==> config.mk <==
export PLATFORM = sky130hd
export DESIGN_NAME = rx_rts_fifo
export DESIGN_NICKNAME = d
export VERILOG_FILES = /design/src/rtl/rx_rts_pkg.sv /design/src/rtl/rx_fifo_store.sv /design/src/rtl/rx_rts_ctrl.sv /design/src/rtl/rx_rts_fifo.sv
export SDC_FILE = /design/constraint.sdc
export NUM_CORES = 1
export LEC_CHECK = 0
export BUFFER_PORTS_ARGS = -buffer_cell sky130_fd_sc_hd__buf_4
export CORE_MARGIN = 4
export CORE_UTILIZATION = 36
export CTS_BUF_LIST = sky130_fd_sc_hd__clkbuf_16
export CTS_CLUSTER_DIAMETER = 150
export DETAILED_ROUTE_END_ITERATION = 8
export GPL_TIMING_DRIVEN = 0
export MAX_ROUTING_LAYER = met4
export PLACE_DENSITY = 0.62
export SLEW_MARGIN = 20
export SYNTH_ARGS = -nofsm -noshare
export SYNTH_HDL_FRONTEND = slang
export SYNTH_SLANG_ARGS = --single-unit
==> constraint.sdc <==
create_clock -name clk -period 4.3 [get_ports clk]
set_input_delay 0.43 -clock clk [delete_from_list [all_inputs] [get_ports clk]]
set_output_delay 0.43 -clock clk [all_outputs]
set_load 0.05 [all_outputs]
==> src/rtl/rx_rts_pkg.sv <==
package rx_rts_pkg;

    // Receive trigger table, indexed by trigger select.
    function automatic int unsigned trig_level(input logic [1:0] sel);
        case (sel)
            2'd0:    return 8;
            2'd1:    return 16;
            2'd2:    return 56;
            default: return 60;
        endcase
    endfunction

    // RTS withdrawn at the next table entry above the trigger.
    function automatic int unsigned off_level(input logic [1:0] sel);
        case (sel)
            2'd0:    return 16;
            2'd1:    return 56;
            default: return 60;
        endcase
    endfunction

    // RTS reasserted at the next table entry below the trigger.
    function automatic int unsigned on_level(input logic [1:0] sel);
        case (sel)
            2'd0:    return 0;
            2'd1:    return 8;
            2'd2:    return 16;
            default: return 56;
        endcase
    endfunction

endpackage

==> src/rtl/rx_fifo_store.sv <==
module rx_fifo_store #(
    parameter int DEPTH  = 64,
    parameter int WORD_W = 11,
    localparam int PTR_W = $clog2(DEPTH),
    localparam int CNT_W = $clog2(DEPTH + 1)
) (
    input  logic              clk,
    input  logic              rst_n,
    input  logic              wr_en,
    input  logic [WORD_W-1:0] wr_word,
    input  logic              rd_en,
    output logic [WORD_W-1:0] rd_word,
    output logic [CNT_W-1:0]  cnt_q,
    output logic [CNT_W-1:0]  cnt_d,
    output logic              drop
);

    typedef struct packed {
        logic [PTR_W-1:0] wp;
        logic [PTR_W-1:0] rp;
        logic [CNT_W-1:0] cnt;
    } st_t;

    st_t s_q, s_d;
    logic [WORD_W-1:0] mem [DEPTH];
    logic push, pop;

    function automatic logic [PTR_W-1:0] bump(input logic [PTR_W-1:0] p);
        return (p == PTR_W'(DEPTH - 1)) ? '0 : p + 1'b1;
    endfunction

    always_comb begin
        s_d  = s_q;
        pop  = rd_en && (s_q.cnt != '0);
        push = wr_en && ((s_q.cnt != CNT_W'(DEPTH)) || pop);
        drop = wr_en && !push;
        if (push) s_d.wp = bump(s_q.wp);
        if (pop)  s_d.rp = bump(s_q.rp);
        if (push && !pop)      s_d.cnt = s_q.cnt + 1'b1;
        else if (pop && !push) s_d.cnt = s_q.cnt - 1'b1;
    end

    always_ff @(posedge clk or negedge rst_n) begin
        if (!rst_n) s_q <= '0;
        else        s_q <= s_d;
    end

    always_ff @(posedge clk) begin
        if (push) mem[s_q.wp] <= wr_word;
    end

    assign rd_word = mem[s_q.rp];
    assign cnt_q   = s_q.cnt;
    assign cnt_d   = s_d.cnt;

endmodule

==> src/rtl/rx_rts_ctrl.sv <==
module rx_rts_ctrl
    import rx_rts_pkg::*;
#(
    parameter int CNT_W = 7
) (
    input  logic             clk,
    input  logic             rst_n,
    input  logic [CNT_W-1:0] cnt_q,
    input  logic [CNT_W-1:0] cnt_d,
    input  logic             drop,
    input  logic [1:0]       trig_sel,
    input  logic             auto_en,
    input  logic             start,
    input  logic             irq_en,
    input  logic             irq_ack,
    input  logic             ovr_clr,
    output logic             rts_n,
    output logic             rts_irq,
    output logic             overrun,
    output logic             rx_irq
);

    typedef struct packed {
        logic off;
        logic armed;
        logic irq;
        logic ovr;
    } st_t;

    st_t s_q, s_d;
    logic [CNT_W-1:0] off_thr, on_thr;

    always_comb begin
        s_d     = s_q;
        off_thr = CNT_W'(off_level(trig_sel));
        on_thr  = CNT_W'(on_level(trig_sel));
        s_d.armed = auto_en && start;
        if (!auto_en)       s_d.off = !start;
        else if (!start)    s_d.off = 1'b1;
        else if (!s_q.armed) s_d.off = 1'b0;
        else if (s_q.off)   s_d.off = !(cnt_d <= on_thr);
        else                s_d.off = (cnt_d >= off_thr);
        if (irq_en && s_d.off && !s_q.off) s_d.irq = 1'b1;
        else if (irq_ack)                  s_d.irq = 1'b0;
        if (drop)         s_d.ovr = 1'b1;
        else if (ovr_clr) s_d.ovr = 1'b0;
    end

    always_ff @(posedge clk or negedge rst_n) begin
        if (!rst_n) s_q <= '{off: 1'b1, armed: 1'b0, irq: 1'b0, ovr: 1'b0};
        else        s_q <= s_d;
    end

    assign rts_n   = s_q.off;
    assign rts_irq = s_q.irq;
    assign overrun = s_q.ovr;
    assign rx_irq  = (cnt_q >= CNT_W'(trig_level(trig_sel)));

endmodule

==> src/rtl/rx_rts_fifo.sv <==
module rx_rts_fifo #(
    parameter int DEPTH  = 64,
    parameter int DATA_W = 8,
    parameter int ERR_W  = 3,
    localparam int CNT_W  = $clog2(DEPTH + 1),
    localparam int WORD_W = DATA_W + ERR_W
) (
    input  logic              clk,
    input  logic              rst_n,
    input  logic              wr_en,
    input  logic [DATA_W-1:0] wr_data,
    input  logic [ERR_W-1:0]  wr_err,
    input  logic              rd_en,
    output logic [DATA_W-1:0] rd_data,
    output logic [ERR_W-1:0]  rd_err,
    input  logic [1:0]        trig_sel,
    input  logic              auto_rts_en,
    input  logic              rts_start,
    input  logic              rts_irq_en,
    input  logic              rts_irq_ack,
    input  logic              ovr_clr,
    output logic [CNT_W-1:0]  count,
    output logic              rx_irq,
    output logic              rts_irq,
    output logic              overrun,
    output logic              rts_n
);

    logic [WORD_W-1:0] head_word;
    logic [CNT_W-1:0]  cnt_next;
    logic              wr_drop;

    rx_fifo_store #(.DEPTH(DEPTH), .WORD_W(WORD_W)) u_store (
        .clk     (clk),
        .rst_n   (rst_n),
        .wr_en   (wr_en),
        .wr_word ({wr_err, wr_data}),
        .rd_en   (rd_en),
        .rd_word (head_word),
        .cnt_q   (count),
        .cnt_d   (cnt_next),
        .drop    (wr_drop)
    );

    rx_rts_ctrl #(.CNT_W(CNT_W)) u_ctrl (
        .clk      (clk),
        .rst_n    (rst_n),
        .cnt_q    (count),
        .cnt_d    (cnt_next),
        .drop     (wr_drop),
        .trig_sel (trig_sel),
        .auto_en  (auto_rts_en),
        .start    (rts_start),
        .irq_en   (rts_irq_en),
        .irq_ack  (rts_irq_ack),
        .ovr_clr  (ovr_clr),
        .rts_n    (rts_n),
        .rts_irq  (rts_irq),
        .overrun  (overrun),
        .rx_irq   (rx_irq)
    );

    assign rd_data = head_word[DATA_W-1:0];
    assign rd_err  = head_word[WORD_W-1:DATA_W];

endmodule

==> run_results.csv <==
group,metric,value,unit
synth,ys_seq_area_frac,0.7619,
routing,wl_met1,27980,microns
sta,drv_slew,0,
synth,syn-num-nets,1291,
power_and_ir_drop,p_clk_frac,0.300,
global_routing,grt_antenna_before_repair,0,
floorplan,die_w,289.4,microns
synth,syn_avg_cell_area,22.71,sq um
sta,fmax,238.5,MHz
sta,setup_viol,0,
setup_path,critPathSlowestCell,"mux4_2",
place,gp_congestion,0.8135,
sta,tns,0,ps
routing,wl_met2,31760,microns
power_and_ir_drop,pwr-share-seq,0.372,
global_routing,grt_pass1_vias,13480,
outcome,status,"complete, no violations",
synth,ys_types,50,
synth,syn_area,0.02850,sq mm
routing,top_layer,"met4",
floorplan,die_area,0.08374,sq mm
layout,final_cells,2480,
floorplan,num_rows,102,
cts,cts_buffer_depth,3,
routing,routed_wl,66250,microns
synth,ys_warn_count,0,
global_routing,overflow,0,
global_routing,grt_max_degree,65,
routing,vias,13350,
setup_path,crit_chain,"buf_2 -> buf_6 -> buf_6 -> mux4_2 -> mux4_2 -> mux4_2 -> buf_4",
synth,synthFlopType,"edfxtp_1",
cts,numCtsBuffers,77,
setup_path,critical-path-top-delay-family,"multiplexers",
cts,cts_tree,"yes",
setup_path,path_class,"reg -> out",
cts,clockRootBuffer,"clkbuf_16",
layout,register_area,0.02172,sq mm
sta,slew_headroom,0.2544,
routing,first_pass_iters,7,
floorplan,die_y,289.4,microns
power_and_ir_drop,p_per_area,666.8,mW/mm^2
global_routing,grt_pass1_wl,95490,microns
synth,async_flop_share,0.03164,
routing,drtAntennaViolNets,0,
routing,route.detailed.drc,0,
global_routing,gr-usage-all-layers,0.1644,
setup_path,path_max_fanout,10,
floorplan,initial_core_util,0.3655,
layout,drive_gt1_frac,0.3306,
sta,fin_worst_skew,33.90,ps
cts,clk_pin_slew,60,ps
cts,cts.sinks,727,
sta,hold_violations,0,
flow_run,cap_violations,0,
layout,fin_nets,1417,
layout,multi_input_area,0.006495,sq mm
place,dp_hpwl,41090,microns
setup_path,crit_path_end_kind,"primary output",
power_and_ir_drop,p_int,14.90,mW
setup_path,max_stage_delay,620,ps
setup_path,worstPathRequired,3870,ps
layout,final_common_cell,"edfxtp_1",
sta,rsz0062_at_grt,"true",
floorplan,core_area,0.07798,sq mm
power_and_ir_drop,ir_drop,0.0006194,V
power_and_ir_drop,switchingPower,7.027,mW
routing,vias_per_cell,5.384,
power_and_ir_drop,power,21.92,mW
setup_path,cp_num_buf_inv,4,
synth,synth_edf_count,704,
place,place_inst,2338,
routing,wl_per_cell,26.71,microns
sta,fin_crit_sh,0.9752,
routing,routed-wl-met3,4941,microns
layout,syn2layout_area_growth,15.34,%
layout,mostFrequentLayoutCells,"edfxtp_1 (704), mux4_2 (231), clkbuf_16 (78), buf_4 (50), nor2_2 (42)",
sta,post-route-min-period,4194,ps
synth,postSynthCellCount,1255,
power_and_ir_drop,pwr-share-comb,0.328,
cts,htreeDepth,3,
power_and_ir_drop,netSwitchingFraction,0.3205,
cts,insertion_delay,640,ps
floorplan,ioPinCount,44,
sta,worstMarginPinSlew,1114,ps
worst_hold_path,hold_path_class,"in -> reg",
setup_path,worst-endpoint-arrival,3760,ps
power_and_ir_drop,p_leak,10.30,nW
layout,antenna_cells,0,
routing,dr.first_iter.drc_count,1239,
setup_path,worst_path_most_repeated_cell,"mux4_2",
layout,fillers,6602,
setup_path,start_kind,"flip-flop",
place,numPortBuffers,43,
synth,synth.ff_latch_count,727,
flip-flops by register name (all words and copies together) (netlist names):
name	count
u_store.mem	704
u_store.s_q	12
u_store.cnt_q	7
u_ctrl.overrun	1
u_ctrl.rts_irq	1
u_ctrl.rts_n	1
u_ctrl.s_q	1
cells in the mapped netlist (all sizes together) (2+ instances only):
| master | number | share of area |
|---|---|---|
| edfxtp | 704 | 0.74 |
| mux4 | 231 | 0.18 |
| nor2 | 78 | 0.010 |
| buf | 43 | 0.0077 |
| clkbuf | 31 | 0.0041 |
| nand2 | 24 | 0.0032 |
| dfrtp | 22 | 0.019 |
| inv | 16 | 0.0021 |
| ha | 14 | 0.0061 |
| o21ai | 12 | 0.0021 |
| nand3 | 8 | 0.0014 |
| xnor2 | 8 | 0.0025 |
| a21oi | 7 | 0.0012 |
| nor2b | 5 | 0.0011 |
| nand3b | 4 | 0.0011 |
| o31ai | 4 | 0.0011 |
| and3 | 3 | 0.00066 |
| nand4 | 3 | 0.00066 |
| nor4 | 3 | 0.00066 |
| or2 | 3 | 0.00066 |
| mux2 | 2 | 0.00079 |
| nand2b | 2 | 0.00044 |
| nand4b | 2 | 0.00061 |
| o211ai | 2 | 0.00053 |
| o21a | 2 | 0.00053 |
| or3b | 2 | 0.00061 |
| xor2 | 2 | 0.00061 |
cells by family after synthesis:
group | share of synthesized area
buffers and inverters | 0.01392
xor gates and xnor gates | 0.003073
adders and majority gates | 0.006146
DFF | 0.7619
muxes | 0.1837
and+or+nand+nor | 0.02292
AOI/OAI and AO/OA | 0.008385
per-stage QoR:
stage / cell area, sq um / hold WS (ps) / util / setup slack (ps)
2_1_floorplan: 28500 / 134.4 / - / 1206
3_3_place_gp: 30130 / 357.2 / 0.3864 / -59.53
3_5_place_dp: 30160 / 364.9 / 0.3868 / -101.0
4_1_cts: 32760 / 29.68 / 0.4201 / 6.885
5_1_grt: 32880 / 55.31 / 0.4216 / -49.86
6_report: 32880 / 86.86 / 0.4216 / 106.5
worst paths after layout:
path                                            startpoint                      endpoint  slack, ps  depth (start not counted)
max in group asynchronous                            rst_n        u_ctrl.rts_n$_DFF_PN1_       3720                          2
worst min-delay path                           auto_rts_en       u_ctrl.s_q[2]$_DFF_PN0_         90                          2
min in group asynchronous                            rst_n   u_store.s_q[18]$_DFFE_PN0P_        270                          2
worst max register to register  u_store.cnt_q[0]$_DFF_PN0_  u_store.mem[7][10]$_DFFE_PP_        140                          8
worst max-delay path            u_store.s_q[7]$_DFFE_PN0N_                    rd_data[1]        110                          7
worst min register to register  u_ctrl.rts_irq$_DFFE_PN0P_    u_ctrl.rts_irq$_DFFE_PN0P_        530                          2
area by class of cell:
class                   instances  share of cell area
plain buffers                  74             0.01283
clock buffers                  78             0.05937
clock inverters                60             0.01720
inverters                      16            0.001827
multi-input cells             438              0.1976
flip-flops and latches        727              0.6606
well taps                    1040             0.03958
repair buffers                 47             0.01107
routing by layer:
layer / global-route usage / up-vias
li1: - / 5547
met1: 0.2218 / 7229
met2: 0.2494 / 486
met3: 0.04233 / 90
met4: 0.04733 / 0
met5: - / -
power groups by stage:
stage | clock [mW] | sequential, mW | combinational (mW)
final | 6.57 | 8.16 | 7.20
after floorplan | 0 | 8.27 | 4.60
after global placement | 0 | 8.29 | 7.02
after CTS | 6.70 | 8.16 | 7.15
after detailed placement | 0 | 8.30 | 7.08
after global routing | 7.00 | 8.18 | 7.53
what timing repair did:
action	in CTS	in global routing
buffers inserted	0	0
gates resized for setup	25	23
hold buffers	3	0
cloned	0	0
setup endpoints to repair	11	42
hold endpoints to repair	25	0
Power figures use the tool's default switching activity.
